--- src/rtl/cta_disp_pkg.sv ---
package cta_disp_pkg;
  parameter int DEF_CORES   = 4;
  parameter int DEF_WARPS   = 32;
  parameter int DEF_REGS    = 512;
  parameter int DEF_SMEM    = 128;
  parameter int DEF_QDEPTH  = 4;
  parameter int DEF_ID_W    = 6;

  function automatic int cnt_w(input int cap);
    return $clog2(cap + 1);
  endfunction

  function automatic int idx_w(input int n);
    return (n > 1) ? $clog2(n) : 1;
  endfunction
endpackage

--- src/rtl/cta_disp_fifo.sv ---
module cta_disp_fifo
  import cta_disp_pkg::*;
#(
  parameter int EW    = 8,
  parameter int DEPTH = 4
) (
  input  logic          clk,
  input  logic          rst_n,
  input  logic          push,
  input  logic [EW-1:0] din,
  input  logic          pop,
  output logic [EW-1:0] dout,
  output logic          full,
  output logic          empty
);
  localparam int AW = idx_w(DEPTH);
  localparam int CNW = cnt_w(DEPTH);

  logic [EW-1:0]  mem_q [DEPTH];
  logic [AW-1:0]  wr_q, wr_d, rd_q, rd_d;
  logic [CNW-1:0] cnt_q, cnt_d;
  logic           do_push, do_pop;

  assign full    = (cnt_q == CNW'(DEPTH));
  assign empty   = (cnt_q == '0);
  assign do_push = push && !full;
  assign do_pop  = pop && !empty;
  assign dout    = mem_q[rd_q];

  always_comb begin
    wr_d  = wr_q;
    rd_d  = rd_q;
    cnt_d = cnt_q;
    if (do_push) wr_d = (wr_q == AW'(DEPTH - 1)) ? '0 : wr_q + 1'b1;
    if (do_pop)  rd_d = (rd_q == AW'(DEPTH - 1)) ? '0 : rd_q + 1'b1;
    case ({do_push, do_pop})
      2'b10:   cnt_d = cnt_q + 1'b1;
      2'b01:   cnt_d = cnt_q - 1'b1;
      default: cnt_d = cnt_q;
    endcase
  end

  always_ff @(posedge clk or negedge rst_n) begin
    if (!rst_n) begin
      wr_q  <= '0;
      rd_q  <= '0;
      cnt_q <= '0;
    end else begin
      wr_q  <= wr_d;
      rd_q  <= rd_d;
      cnt_q <= cnt_d;
    end
  end

  always_ff @(posedge clk) begin
    if (do_push) mem_q[wr_q] <= din;
  end
endmodule

--- src/rtl/cta_res_ctr.sv ---
module cta_res_ctr #(
  parameter int CAP = 32,
  localparam int W = $clog2(CAP + 1)
) (
  input  logic         clk,
  input  logic         rst_n,
  input  logic         alloc_en,
  input  logic [W-1:0] alloc_amt,
  input  logic         rel_en,
  input  logic [W-1:0] rel_amt,
  output logic [W-1:0] free_cnt,
  output logic         over
);
  logic [W-1:0] free_q, free_d, used, sat;
  logic [W:0]   sum;
  logic         upd;

  always_comb begin
    used  = W'(CAP) - free_q;
    over  = rel_en && (rel_amt > used);
    sum   = {1'b0, free_q} + {1'b0, (rel_en ? rel_amt : '0)};
    sat   = over ? W'(CAP) : sum[W-1:0];
    free_d = sat - (alloc_en ? alloc_amt : '0);
    upd   = alloc_en || rel_en;
  end

  always_ff @(posedge clk or negedge rst_n) begin
    if (!rst_n)   free_q <= W'(CAP);
    else if (upd) free_q <= free_d;
  end

  assign free_cnt = free_q;
endmodule

--- src/rtl/cta_core_pool.sv ---
module cta_core_pool
  import cta_disp_pkg::*;
#(
  parameter int WARP_CAP = 32,
  parameter int REG_CAP  = 512,
  parameter int SMEM_CAP = 128,
  localparam int WW = cnt_w(WARP_CAP),
  localparam int RW = cnt_w(REG_CAP),
  localparam int SW = cnt_w(SMEM_CAP)
) (
  input  logic          clk,
  input  logic          rst_n,
  input  logic          alloc_en,
  input  logic [WW-1:0] alloc_w,
  input  logic [RW-1:0] alloc_r,
  input  logic [SW-1:0] alloc_s,
  input  logic          rel_en,
  input  logic [WW-1:0] rel_w,
  input  logic [RW-1:0] rel_r,
  input  logic [SW-1:0] rel_s,
  output logic [WW-1:0] free_w,
  output logic [RW-1:0] free_r,
  output logic [SW-1:0] free_s,
  output logic          err
);
  logic ov_w, ov_r, ov_s, err_q, err_d;

  cta_res_ctr #(.CAP(WARP_CAP)) warp_ctr_i (
    .clk(clk), .rst_n(rst_n), .alloc_en(alloc_en), .alloc_amt(alloc_w),
    .rel_en(rel_en), .rel_amt(rel_w), .free_cnt(free_w), .over(ov_w));

  cta_res_ctr #(.CAP(REG_CAP)) reg_ctr_i (
    .clk(clk), .rst_n(rst_n), .alloc_en(alloc_en), .alloc_amt(alloc_r),
    .rel_en(rel_en), .rel_amt(rel_r), .free_cnt(free_r), .over(ov_r));

  cta_res_ctr #(.CAP(SMEM_CAP)) smem_ctr_i (
    .clk(clk), .rst_n(rst_n), .alloc_en(alloc_en), .alloc_amt(alloc_s),
    .rel_en(rel_en), .rel_amt(rel_s), .free_cnt(free_s), .over(ov_s));

  always_comb err_d = err_q || ov_w || ov_r || ov_s;

  always_ff @(posedge clk or negedge rst_n) begin
    if (!rst_n) err_q <= 1'b0;
    else        err_q <= err_d;
  end

  assign err = err_q;
endmodule

--- src/rtl/cta_rr_pick.sv ---
module cta_rr_pick
  import cta_disp_pkg::*;
#(
  parameter int N = 4,
  localparam int CW = idx_w(N)
) (
  input  logic [N-1:0]  cand,
  input  logic [CW-1:0] start,
  output logic          found,
  output logic [CW-1:0] idx,
  output logic [CW-1:0] nxt
);
  localparam int XW = CW + 1;

  always_comb begin
    logic [XW-1:0] pos;
    found = 1'b0;
    idx   = '0;
    for (int k = 0; k < N; k++) begin
      pos = {1'b0, start} + XW'(k);
      if (pos >= XW'(N)) pos = pos - XW'(N);
      if (!found && cand[pos[CW-1:0]]) begin
        found = 1'b1;
        idx   = pos[CW-1:0];
      end
    end
    nxt = (idx == CW'(N - 1)) ? '0 : idx + 1'b1;
  end
endmodule

--- src/rtl/cta_dispatcher.sv ---
module cta_dispatcher
  import cta_disp_pkg::*;
#(
  parameter int NUM_CORES = DEF_CORES,
  parameter int WARP_CAP  = DEF_WARPS,
  parameter int REG_CAP   = DEF_REGS,
  parameter int SMEM_CAP  = DEF_SMEM,
  parameter int QDEPTH    = DEF_QDEPTH,
  parameter int ID_W      = DEF_ID_W,
  localparam int WW = cnt_w(WARP_CAP),
  localparam int RW = cnt_w(REG_CAP),
  localparam int SW = cnt_w(SMEM_CAP),
  localparam int CW = idx_w(NUM_CORES)
) (
  input  logic                    clk,
  input  logic                    rst_n,
  input  logic                    req_valid,
  output logic                    req_ready,
  input  logic [ID_W-1:0]         req_id,
  input  logic [WW-1:0]           req_warps,
  input  logic [RW-1:0]           req_regs,
  input  logic [SW-1:0]           req_smem,
  input  logic [NUM_CORES-1:0]    core_en,
  input  logic [NUM_CORES-1:0]    done_pulse,
  input  logic [NUM_CORES*WW-1:0] done_warps,
  input  logic [NUM_CORES*RW-1:0] done_regs,
  input  logic [NUM_CORES*SW-1:0] done_smem,
  output logic                    disp_valid,
  output logic [CW-1:0]           disp_core,
  output logic [ID_W-1:0]         disp_id,
  output logic [NUM_CORES-1:0]    rel_err
);
  localparam int EW = ID_W + WW + RW + SW;

  // reset: asserted at once, released after two edges
  logic [1:0] rst_sync_q;
  logic       rst_sn;
  always_ff @(posedge clk or negedge rst_n) begin
    if (!rst_n) rst_sync_q <= 2'b00;
    else        rst_sync_q <= {rst_sync_q[0], 1'b1};
  end
  assign rst_sn = rst_sync_q[1];

  // pending queue
  logic [EW-1:0]   head;
  logic            q_full, q_empty, grant_vld;
  logic [ID_W-1:0] head_id;
  logic [WW-1:0]   head_w;
  logic [RW-1:0]   head_r;
  logic [SW-1:0]   head_s;

  cta_disp_fifo #(.EW(EW), .DEPTH(QDEPTH)) queue_i (
    .clk(clk), .rst_n(rst_sn),
    .push(req_valid), .din({req_id, req_warps, req_regs, req_smem}),
    .pop(grant_vld), .dout(head), .full(q_full), .empty(q_empty));

  assign req_ready = !q_full;
  assign {head_id, head_w, head_r, head_s} = head;

  // per-core pools
  logic [NUM_CORES-1:0][WW-1:0] free_w;
  logic [NUM_CORES-1:0][RW-1:0] free_r;
  logic [NUM_CORES-1:0][SW-1:0] free_s;
  logic [NUM_CORES-1:0]         fit, alloc_vec;
  logic [CW-1:0]                grant_idx, ptr_q, ptr_nxt;

  for (genvar c = 0; c < NUM_CORES; c++) begin : g_core
    assign fit[c] = core_en[c] && !q_empty &&
                    (head_w <= free_w[c]) &&
                    (head_r <= free_r[c]) &&
                    (head_s <= free_s[c]);
    assign alloc_vec[c] = grant_vld && (grant_idx == CW'(c));

    cta_core_pool #(.WARP_CAP(WARP_CAP), .REG_CAP(REG_CAP), .SMEM_CAP(SMEM_CAP)) pool_i (
      .clk(clk), .rst_n(rst_sn),
      .alloc_en(alloc_vec[c]), .alloc_w(head_w), .alloc_r(head_r), .alloc_s(head_s),
      .rel_en(done_pulse[c]),
      .rel_w(done_warps[c*WW +: WW]), .rel_r(done_regs[c*RW +: RW]),
      .rel_s(done_smem[c*SW +: SW]),
      .free_w(free_w[c]), .free_r(free_r[c]), .free_s(free_s[c]),
      .err(rel_err[c]));
  end

  // round-robin placement
  cta_rr_pick #(.N(NUM_CORES)) pick_i (
    .cand(fit), .start(ptr_q), .found(grant_vld), .idx(grant_idx), .nxt(ptr_nxt));

  always_ff @(posedge clk or negedge rst_sn) begin
    if (!rst_sn)        ptr_q <= '0;
    else if (grant_vld) ptr_q <= ptr_nxt;
  end

  // dispatch report
  logic            dv_q;
  logic [CW-1:0]   dc_q;
  logic [ID_W-1:0] di_q;
  always_ff @(posedge clk or negedge rst_sn) begin
    if (!rst_sn) begin
      dv_q <= 1'b0;
      dc_q <= '0;
      di_q <= '0;
    end else begin
      dv_q <= grant_vld;
      if (grant_vld) begin
        dc_q <= grant_idx;
        di_q <= head_id;
      end
    end
  end

  assign disp_valid = dv_q;
  assign disp_core  = dc_q;
  assign disp_id    = di_q;
endmodule

--- config.mk ---
export PLATFORM = sky130hd
export DESIGN_NAME = cta_dispatcher
export DESIGN_NICKNAME = d
export VERILOG_FILES = /design/src/rtl/cta_disp_pkg.sv /design/src/rtl/cta_disp_fifo.sv /design/src/rtl/cta_res_ctr.sv /design/src/rtl/cta_core_pool.sv /design/src/rtl/cta_rr_pick.sv /design/src/rtl/cta_dispatcher.sv
export SDC_FILE = /design/constraint.sdc
export NUM_CORES = 1
export LEC_CHECK = 0
export ABC_AREA = 0
export BUFFER_PORTS_ARGS = -buffer_cell sky130_fd_sc_hd__buf_4
export CORE_MARGIN = 3
export CORE_UTILIZATION = 50
export CTS_BUF_LIST = sky130_fd_sc_hd__clkbuf_16
export DETAILED_ROUTE_END_ITERATION = 12
export PLACE_DENSITY = 0.67
export SYNTH_ARGS = -nofsm -noshare
export SYNTH_HDL_FRONTEND = slang
export SYNTH_SLANG_ARGS = --single-unit
--- constraint.sdc ---
create_clock -name clk -period 3.97 [get_ports clk]
set_clock_uncertainty 0.05 [all_clocks]
set_input_delay 0.1985 -clock clk [delete_from_list [all_inputs] [get_ports clk]]
set_output_delay 0.1985 -clock clk [all_outputs]
set_load 0.02 [all_outputs]
==> results by stage, run 1 <==
Synthesis:
- By count the netlist is led by ha_1, inv_1, nand2_1.
- The share of the Yosys chip area taken by registers is 0.291.
- The number of nets in the synthesized netlist is 2914.
- The average size of a mapped cell is 9.61 um2.
- After synthesis, the netlist uses 76 different library cells.
- The synthesized design contains 240 register bits.
- Synthesis produced 2370 cells.
- The share of Yosys cell area claimed by the top area cell type is 0.210.
- The most numerous cell in the Yosys netlist is ha_1.
- The cell type contributing the most total cell area after synthesis is ha_1.
- In the synthesized netlist the async set-or-reset flop fraction comes to 0.500.
- In this run the cell area of the synthesized design comes to 22800 um2.
- The number of enable flip-flop cells after synthesis is 120.
- By area the synthesized netlist is led by ha_1, edfxtp_1, dfrtp_1.
- The count of warnings emitted by yosys is 0.
- The most used flip-flop cell after synthesis is edfxtp_1.

STA:
- The max-slew violation count is 0.
- Static timing analysis puts the maximum clock frequency at 175 MHz.
- Dividing the final minimum period by the clock period gives 1.44.
- The worst slew margin relative to its limit is 0.275.
- The count of endpoints failing setup in the final report is 98.
- The number of endpoints with negative hold slack in the final report came to 0.
- Setup slack on the critical path of the routed design comes to -1.75 ns.
- Setup repair after global routing could not meet its margin everywhere.
- The pin slew with the least headroom to its limit is 1.09 ns.
- The clock period minus final worst setup slack is 5.72 ns.
- Summed over all failing endpoints, the final setup total negative slack is -115.31 ns.

Worst setup path:
- The worst register-to-register path has a depth of 27.
- The stage delay of the slowest cell on the critical path is 0.57 ns.
- The master of the slowest instance on the critical path is mux4_2.
- The most frequent cell on the critical path is buf_6.
- STA classifies the critical path endpoint as a flip-flop.
- The setup path with the least slack is of type reg2reg.
- The required time of the critical path is 4.44 ns.
- STA classifies the critical path startpoint as a flip-flop.
- In this run the worst path has a maximum fanout of 7.
- The worst endpoint data arrival time is 6.19 ns.

Final layout:
- Of the cells placed in the final design, the portion with a size suffix greater than 1 is 0.339.
- The area of combinational cells with multiple inputs is 16800 um2.
- Relative to the synthesized area, the layout overhead comes to 40.1%.
- After the last flow step, the layout net total stands at 3624.
- The number of fill cells in the layout is 3192.
- The area taken by flip-flops and latches is 6630 um2.
- The number of antenna diodes is 0.

Floorplanning:
- The starting density of the core is 0.511.
- The die covers 48200 um2.
- From bottom edge to top edge, the die measures 219 um.
- The top-level I/O count is 151.
- Measured along the x axis, the die boundary spans 219 um.
- Row generation in the floorplan step produced 77 rows.
- The total area inside the core boundary comes to 44600 um2.

Status:
- The checks that failed: setup timing.
- The flow ran to the end, but the final reports show violations.

Routing:
- The number of detailed-routing iterations run before antenna repair is 7.
- In the final routed layout, each cell accounts on average for 19.4 um.
- The detailed router placed 20652 vias in this run.
- After detailed routing, the total wire length is 71800 um.
- The number of design-rule violations left by the first detailed-router iteration is 1260.
- Using the TritonRoute via totals, the vias-per-cell ratio works out to 5.59.
- The count of unresolved DRC violations after routing is 0.
- The detail route stage leaves a number of antenna-violating nets equal to 0.

CTS:
- The clock-pin slew of the registers on the worst-case setup and hold paths is 0.06 ns.
- The cell sitting at the root of the clock tree is a clkbuf_16.
- In this run the number of H-tree levels came out at 1.
- The clock sink total is 240.
- The longest clock path from root to sink contains 3 buffers.
- The number of buffers created by CTS is 28.
- Clock latency on the worst-skew pair, taken at its later pin, is 0.60 ns.
- TritonCTS built the clock tree.

Global route:
- Entering global routing, the biggest net connects 67 pins.
- The number of global-route vias before repair is 21364.
- The number of antenna violations at the first check in global routing is 0.
- The global-route wire length before repair is 110000 um.
- Global routing finished with a remaining overflow of 0.
- The total routing resource utilization after global routing is 0.289.

Job:
- Max-cap violations in this run came to 0.

Worst hold path:
- The worst hold path class is in2reg.
- The number of cells on the worst hold path is 6.

Place:
- The number of port buffers is 150.
- The placer's final routability congestion estimate is 0.915.
- The post-detailed-placement half-perimeter wirelength is 54500 um.
==> sequential cells by signal (all words and copies together) (netlist names) <==
signal and flops:
disp_core 2, disp_id 6, disp_valid 1, g_core.pool_i.err 4, g_core.pool_i.reg_ctr_i.free_cnt 40, g_core.pool_i.smem_ctr_i.free_cnt 32, g_core.pool_i.warp_ctr_i.free_cnt 24, ptr_q 2
queue_i.cnt_q 3, queue_i.mem_q 120, queue_i.rd_q 2, queue_i.wr_q 2, rst_sync_q 2
==> through the flow <==
stage | cell area (um2) | hold slack, ns | instances | setup WS (ns) | util
finish | 31900 | 0.225 | 3693 | -1.75 | 0.716
detailed placement | 28600 | -0.0678 | 3537 | -1.61 | 0.642
floorplan | 23500 | -0.147 | 2370 | -1.29 | -
global route | 31900 | 0.236 | 3693 | -1.99 | 0.716
global placement | 28600 | -0.0684 | 3537 | -1.50 | 0.642
CTS | 31100 | 0.206 | 3667 | -1.51 | 0.697
==> area by class of cell <==
cell class	instances	share of cell area
multi-input cells	1879	0.526
clock inverters	23	0.00827
flip-flops and latches	240	0.208
inverters	200	0.0238
clock buffers	28	0.0220
repair buffers	731	0.189
well taps	592	0.0232
==> cell usage in the layout, fill, tap and decap left out, drive strengths merged, types with 70 or more instances in the layout <==
master  Yosys  routed
and2       99      99
ha        382     382
inv       200     211
buf        22     697
edfxtp    120     120
dfrtp     108     108
a21oi     147     147
nand2     190     190
nor2      139     139
mux2i      81      81
xnor2     167     167
o21ai      70      70
==> path summary, 6_finish.rpt <==
kind | from | to | slack, ns
setup / recovery | queue_i.rd_q[0] | g_core[3].pool_i.warp_ctr_i.free_cnt[5] | -1.75
hold / removal | done_regs[35] | g_core[3].pool_i.err | 0.23
setup reg to reg | queue_i.rd_q[0] | g_core[3].pool_i.warp_ctr_i.free_cnt[5] | -1.75
hold reg to reg | rst_sync_q[0] | rst_sync_q[1] | 0.31
max in group asynchronous | rst_sync_q[1] | g_core[0].pool_i.reg_ctr_i.free_cnt[9] | 2.40
min in group asynchronous | rst_n | rst_sync_q[1] | 0.41
==> critical path: cells and delay by family (launching register included) <==
| kind | cells | cell delay (ns) |
|---|---|---|
| fa+ha+maj | 3 | 0.74 |
| simple gates | 6 | 0.82 |
| xor+xnor | 2 | 0.36 |
| flops | 1 | 0.48 |
| buf+inv | 6 | 0.87 |
| compound gates | 9 | 1.75 |
| mux | 1 | 0.57 |
==> cell families after synthesis <==
logic type      share of synthesized area
xor+xnor                           0.0890
compound gates                      0.128
buf+inv                            0.0441
flops                               0.291
simple gates                        0.149
other cells                      0.000165
fa+ha+maj                           0.232
mux                                0.0672
==> per-layer routing <==
metal	GRT usage	vias up	share of wire
met1	0.361	9999	0.41
met3	0.0303	163	0.049
met5	0	-	0
li1	-	9896	-
met4	0.0970	0	0.036
met2	0.521	594	0.50
==> what timing repair did <==
item,4_1_cts,5_1_grt
gates cloned,2,0
setup buffers,48,47
resized for setup,163,131
pin swaps,65,92
endpoints found under the hold margin,125,0
hold buffers,34,0
setup endpoints to repair,98,99
Power of run 1 is left out: the tool's default activity adds up to more than one toggle a clock period on the data nets, which glitch-free logic cannot reach.
==> inputs of run 2 (changes only) <==
--- a/config.mk
+++ b/config.mk
@@ -11,7 +11,8 @@
 export CORE_UTILIZATION = 50
 export CTS_BUF_LIST = sky130_fd_sc_hd__clkbuf_16
 export DETAILED_ROUTE_END_ITERATION = 12
-export PLACE_DENSITY = 0.67
+export PLACE_DENSITY = 0.77
 export SYNTH_ARGS = -nofsm -noshare
 export SYNTH_HDL_FRONTEND = slang
+export SYNTH_HIERARCHICAL = 1
 export SYNTH_SLANG_ARGS = --single-unit
==> results by stage, run 2 <==
Place:
- The post-detailed-placement half-perimeter wirelength came to 52400 um (-3.9%).
- The placer's final routability congestion estimate is 0.933 (+1.9%).
- The number of port buffers is 150 (unchanged).
- The pre-CTS setup slack is -1.70 ns (-0.0946 ns).

STA:
- The fmax is 168 MHz (-4.0%).
- The setup total negative slack is -116.57 ns (-1.26 ns).
- The number of endpoints with negative hold slack in the final report is 0 (unchanged).
- Setup repair after global routing could not meet its margin everywhere.
- The clock period minus final worst setup slack is 5.96 ns (+0.239 ns).
- The setup slack of the critical path after layout came to -1.99 ns (-0.239 ns).
- The worst hold margin came to 0.120 ns (-0.105 ns).
- The worst slew margin relative to its limit is 0.466 (+0.191).
- The post-route fraction of the period consumed by the critical path is 1.50 (+0.0602).
- The pin slew with the least headroom to its limit is 0.800 ns (-0.286 ns).
- The count of endpoints failing setup in the final report is 101 (+3.1%).
- The max-slew violation count is 0 (unchanged).

Synthesis:
- The sequential fraction of the synthesis area was 0.287 (-0.00397).
- By count the netlist is led by ha_1, inv_1, nand2_1.
- The synthesized netlist cell count is 2479 (+4.6%).
- The cell type contributing the most total cell area after synthesis is ha_1.
- The synthesized net count is 3019 (+3.6%).
- The post-synthesis instance area is 23100 um2 (+1.4%).
- Yosys attributes the largest share of cell area to ha_1, edfxtp_1, dfrtp_1.
- The number of library cell types mapped by synthesis was 74 (-2.6%).
- The count of warnings emitted by yosys is 6 (+6).
- The average size of a mapped cell is 9.32 um2 (-3.1%).
- The share of Yosys cell area claimed by the top area cell type was 0.205 (-0.00503).
- The async set-or-reset flop fraction in the synthesized netlist was 0.500 (unchanged).
- The number of enable flip-flop cells after synthesis was 120 (unchanged).
- The most numerous cell in the Yosys netlist is ha_1.
- Among all flip-flop cells after synthesis, the most frequent one is edfxtp_1.
- The post-synthesis register bit count was 240 (unchanged).

Global route:
- The overflow left after global routing came to 0 (unchanged).
- The number of antenna violations at the first check in global routing was 6 (+6).
- The global-route wire length before repair is 119000 um (+7.7%).
- The number of global-route vias before repair is 23174 (+8.5%).
- The total routing resource utilization after global routing is 0.296 (+0.00659).
- The pin count of the biggest net entering global routing is 69 (+3.0%).

Final layout:
- The number of fill cells in the layout came to 3012 (-5.6%).
- The share of layout cells above drive strength 1 was 0.339 (about the same).
- The final layout net count is 3662 (+1.0%).
- The synthesis-to-finish area growth is 38.4%.
- The most flop-heavy register is queue_i/mem_q.
- Leaving out fill and tap cells, the most frequent cells in the layout are buf_4, ha_1, inv_1, nand2_1, nor2_1.
- The library cell used most frequently in the layout, excluding fill and tap cells, is buf_4.
- The flip-flop count of the largest register, all copies and words added is 120 (unchanged).

CTS:
- The clock-pin slew of the registers on the worst-case setup and hold paths came to 0.08 ns (+0.02 ns).
- In this run the clock root is driven by a clkbuf_16.
- The largest buffer count on any clock path was 3 (unchanged).
- The insertion delay of the later-clocked pin in the worst-skew pair is 0.60 ns (about the same).
- The clock sink total is 240 (unchanged).
- The number of H-tree levels is 1 (unchanged).
- The number of buffers created by CTS is 26 (-7.1%).
- The CTS tree is yes.

Floorplanning:
- The core box area is 45500 um2 (+2.0%).
- The height of the die is 221 um (+0.67%).
- The horizontal die dimension came to 221 um (+0.67%).
- The number of rows in the core area came to 78 (+1.3%).
- The starting density of the core was 0.508 (-0.00286).
- The top-level I/O count is 151 (unchanged).
- The die outline area came to 48800 um2 (+1.3%).

Worst setup path:
- The most frequent cell on the critical path is buf_4.
- Among cell families on the critical path, the largest total delay comes from simple AND/OR/NAND/NOR gates.
- For this design, the slowest cell found on the critical path is mux4_2.
- The endpoint class of the critical path is a flip-flop.
- The maximum fanout count along the critical path is 6 (-1).
- The worst endpoint data arrival time was 6.43 ns (+0.24 ns).
- The type of element launching the critical path is a flip-flop.
- The critical path buffer and inverter count is 9 (+3).
- The kind of critical path is reg2reg.
- The stage delay of the slowest cell on the critical path is 0.55 ns (-0.02 ns).
- The required time of the critical path came to 4.44 ns (about the same).

Job:
- The number of violations of the max-capacitance limit is 0 (unchanged).

Routing:
- The count of unresolved DRC violations after routing was 0 (unchanged).
- The number of design-rule violations left by the first detailed-router iteration is 1810 (+44%).
- The remaining antenna violation count after routing is 0 (unchanged).
- The total via count after detailed routing is 22169 (+7.3%).
- The final wirelength is 78000 um (+8.6%).
- The number of detailed-routing iterations run before antenna repair came to 6 (-1).
- The detailed-route wire length per cell is 20.8 um (+7.1%).
- The vias per cell came to 5.92 (+5.9%).

Status:
- The checks that failed: setup timing.
- The flow ran to the end, but the final reports show violations.

Worst hold path:
- The worst hold path belongs to the class in2reg.
run 2: cell types whose count changed after synthesis, sizes merged, moves of 14 or more:
cell    delta
mux2i     -79
xnor2     -68
nor2      +53
o21ai     +48
xor2      +42
a21oi     +38
nand2     +23
a21o      -19
inv       +19
o21a      -18
nand2b    +16
buf       -14
run 2: final cells by class:
| class | instances | area, um2 | share of cell area |
|---|---|---|---|
| clock buffers | 26 | 651 | 0.0204 |
| multi-input cells | 1984 | 17400 | 0.545 |
| flip-flops and latches | 240 | 6630 | 0.207 |
| repair buffers | 651 | 5470 | 0.171 |
| diodes | 3 | 7.51 | 0.000235 |
| clock inverters | 22 | 205 | 0.00642 |
| inverters | 219 | 822 | 0.0257 |
| well taps | 600 | 751 | 0.0235 |
run 2: worst min-delay path, cell delays in order:
cell,delay (ns)
buf_4,0.11
nor2b_2,0.19
mux2_2,0.23
run 2: logic make-up (layout without fill, tap and decap cells):
group           count (synthesis)  count (layout)  share of synthesized area
fa+ha+maj                     403             403                      0.226
other cells                     1               4                   0.000162
simple gates                  826             830                      0.183
xor+xnor                      203             203                     0.0770
mux                            45              45                     0.0368
compound gates                502             502                      0.145
flops                         240             240                      0.287
buf+inv                       259             918                     0.0447
run 2: worst paths after layout:
check / slack (ns) / cells past startpoint / startpoint / to
min in group asynchronous: 0.34 / 0 / rst_sync_q[1] / queue_i/cnt_q[1]
max in group asynchronous: 2.61 / 1 / rst_sync_q[1] / g_core[0].pool_i/smem_ctr_i/free_cnt[7]
hold reg to reg: 0.31 / 0 / rst_sync_q[0] / rst_sync_q[1]
setup / recovery: -1.99 / 26 / queue_i/rd_q[0] / g_core[3].pool_i/reg_ctr_i/free_cnt[9]
hold / removal: 0.12 / 3 / req_valid / queue_i/wr_q[1]
setup reg to reg: -1.99 / 26 / queue_i/rd_q[0] / g_core[3].pool_i/reg_ctr_i/free_cnt[9]
run 2: repair_timing:
action,4_1_cts,5_1_grt
gates cloned,10,1
gates resized for setup,253,73
setup endpoints to repair,108,102
hold buffers,32,0
pin swaps,104,53
buffers inserted,85,30
hold endpoints to repair,122,0
run 2: per-stage QoR:
stage | util | instances | cell area, um2
2_1_floorplan | - | 2479 | 23900
3_3_place_gp | 0.623 | 3562 | 28300
3_5_place_dp | 0.623 | 3562 | 28300
4_1_cts | 0.690 | 3715 | 31400
5_1_grt | 0.703 | 3745 | 32000
6_report | 0.703 | 3745 | 32000
run 2: metal layers:
layer / global-route usage / part of all wire / wire [um]
met1: 0.353 / 0.38 / 29700
met2: 0.525 / 0.49 / 38100
met3: 0.0425 / 0.069 / 5360
met4: 0.139 / 0.060 / 4690
met5: 0 / 0.00035 / 27
Power of run 2 is left out for the same reason.
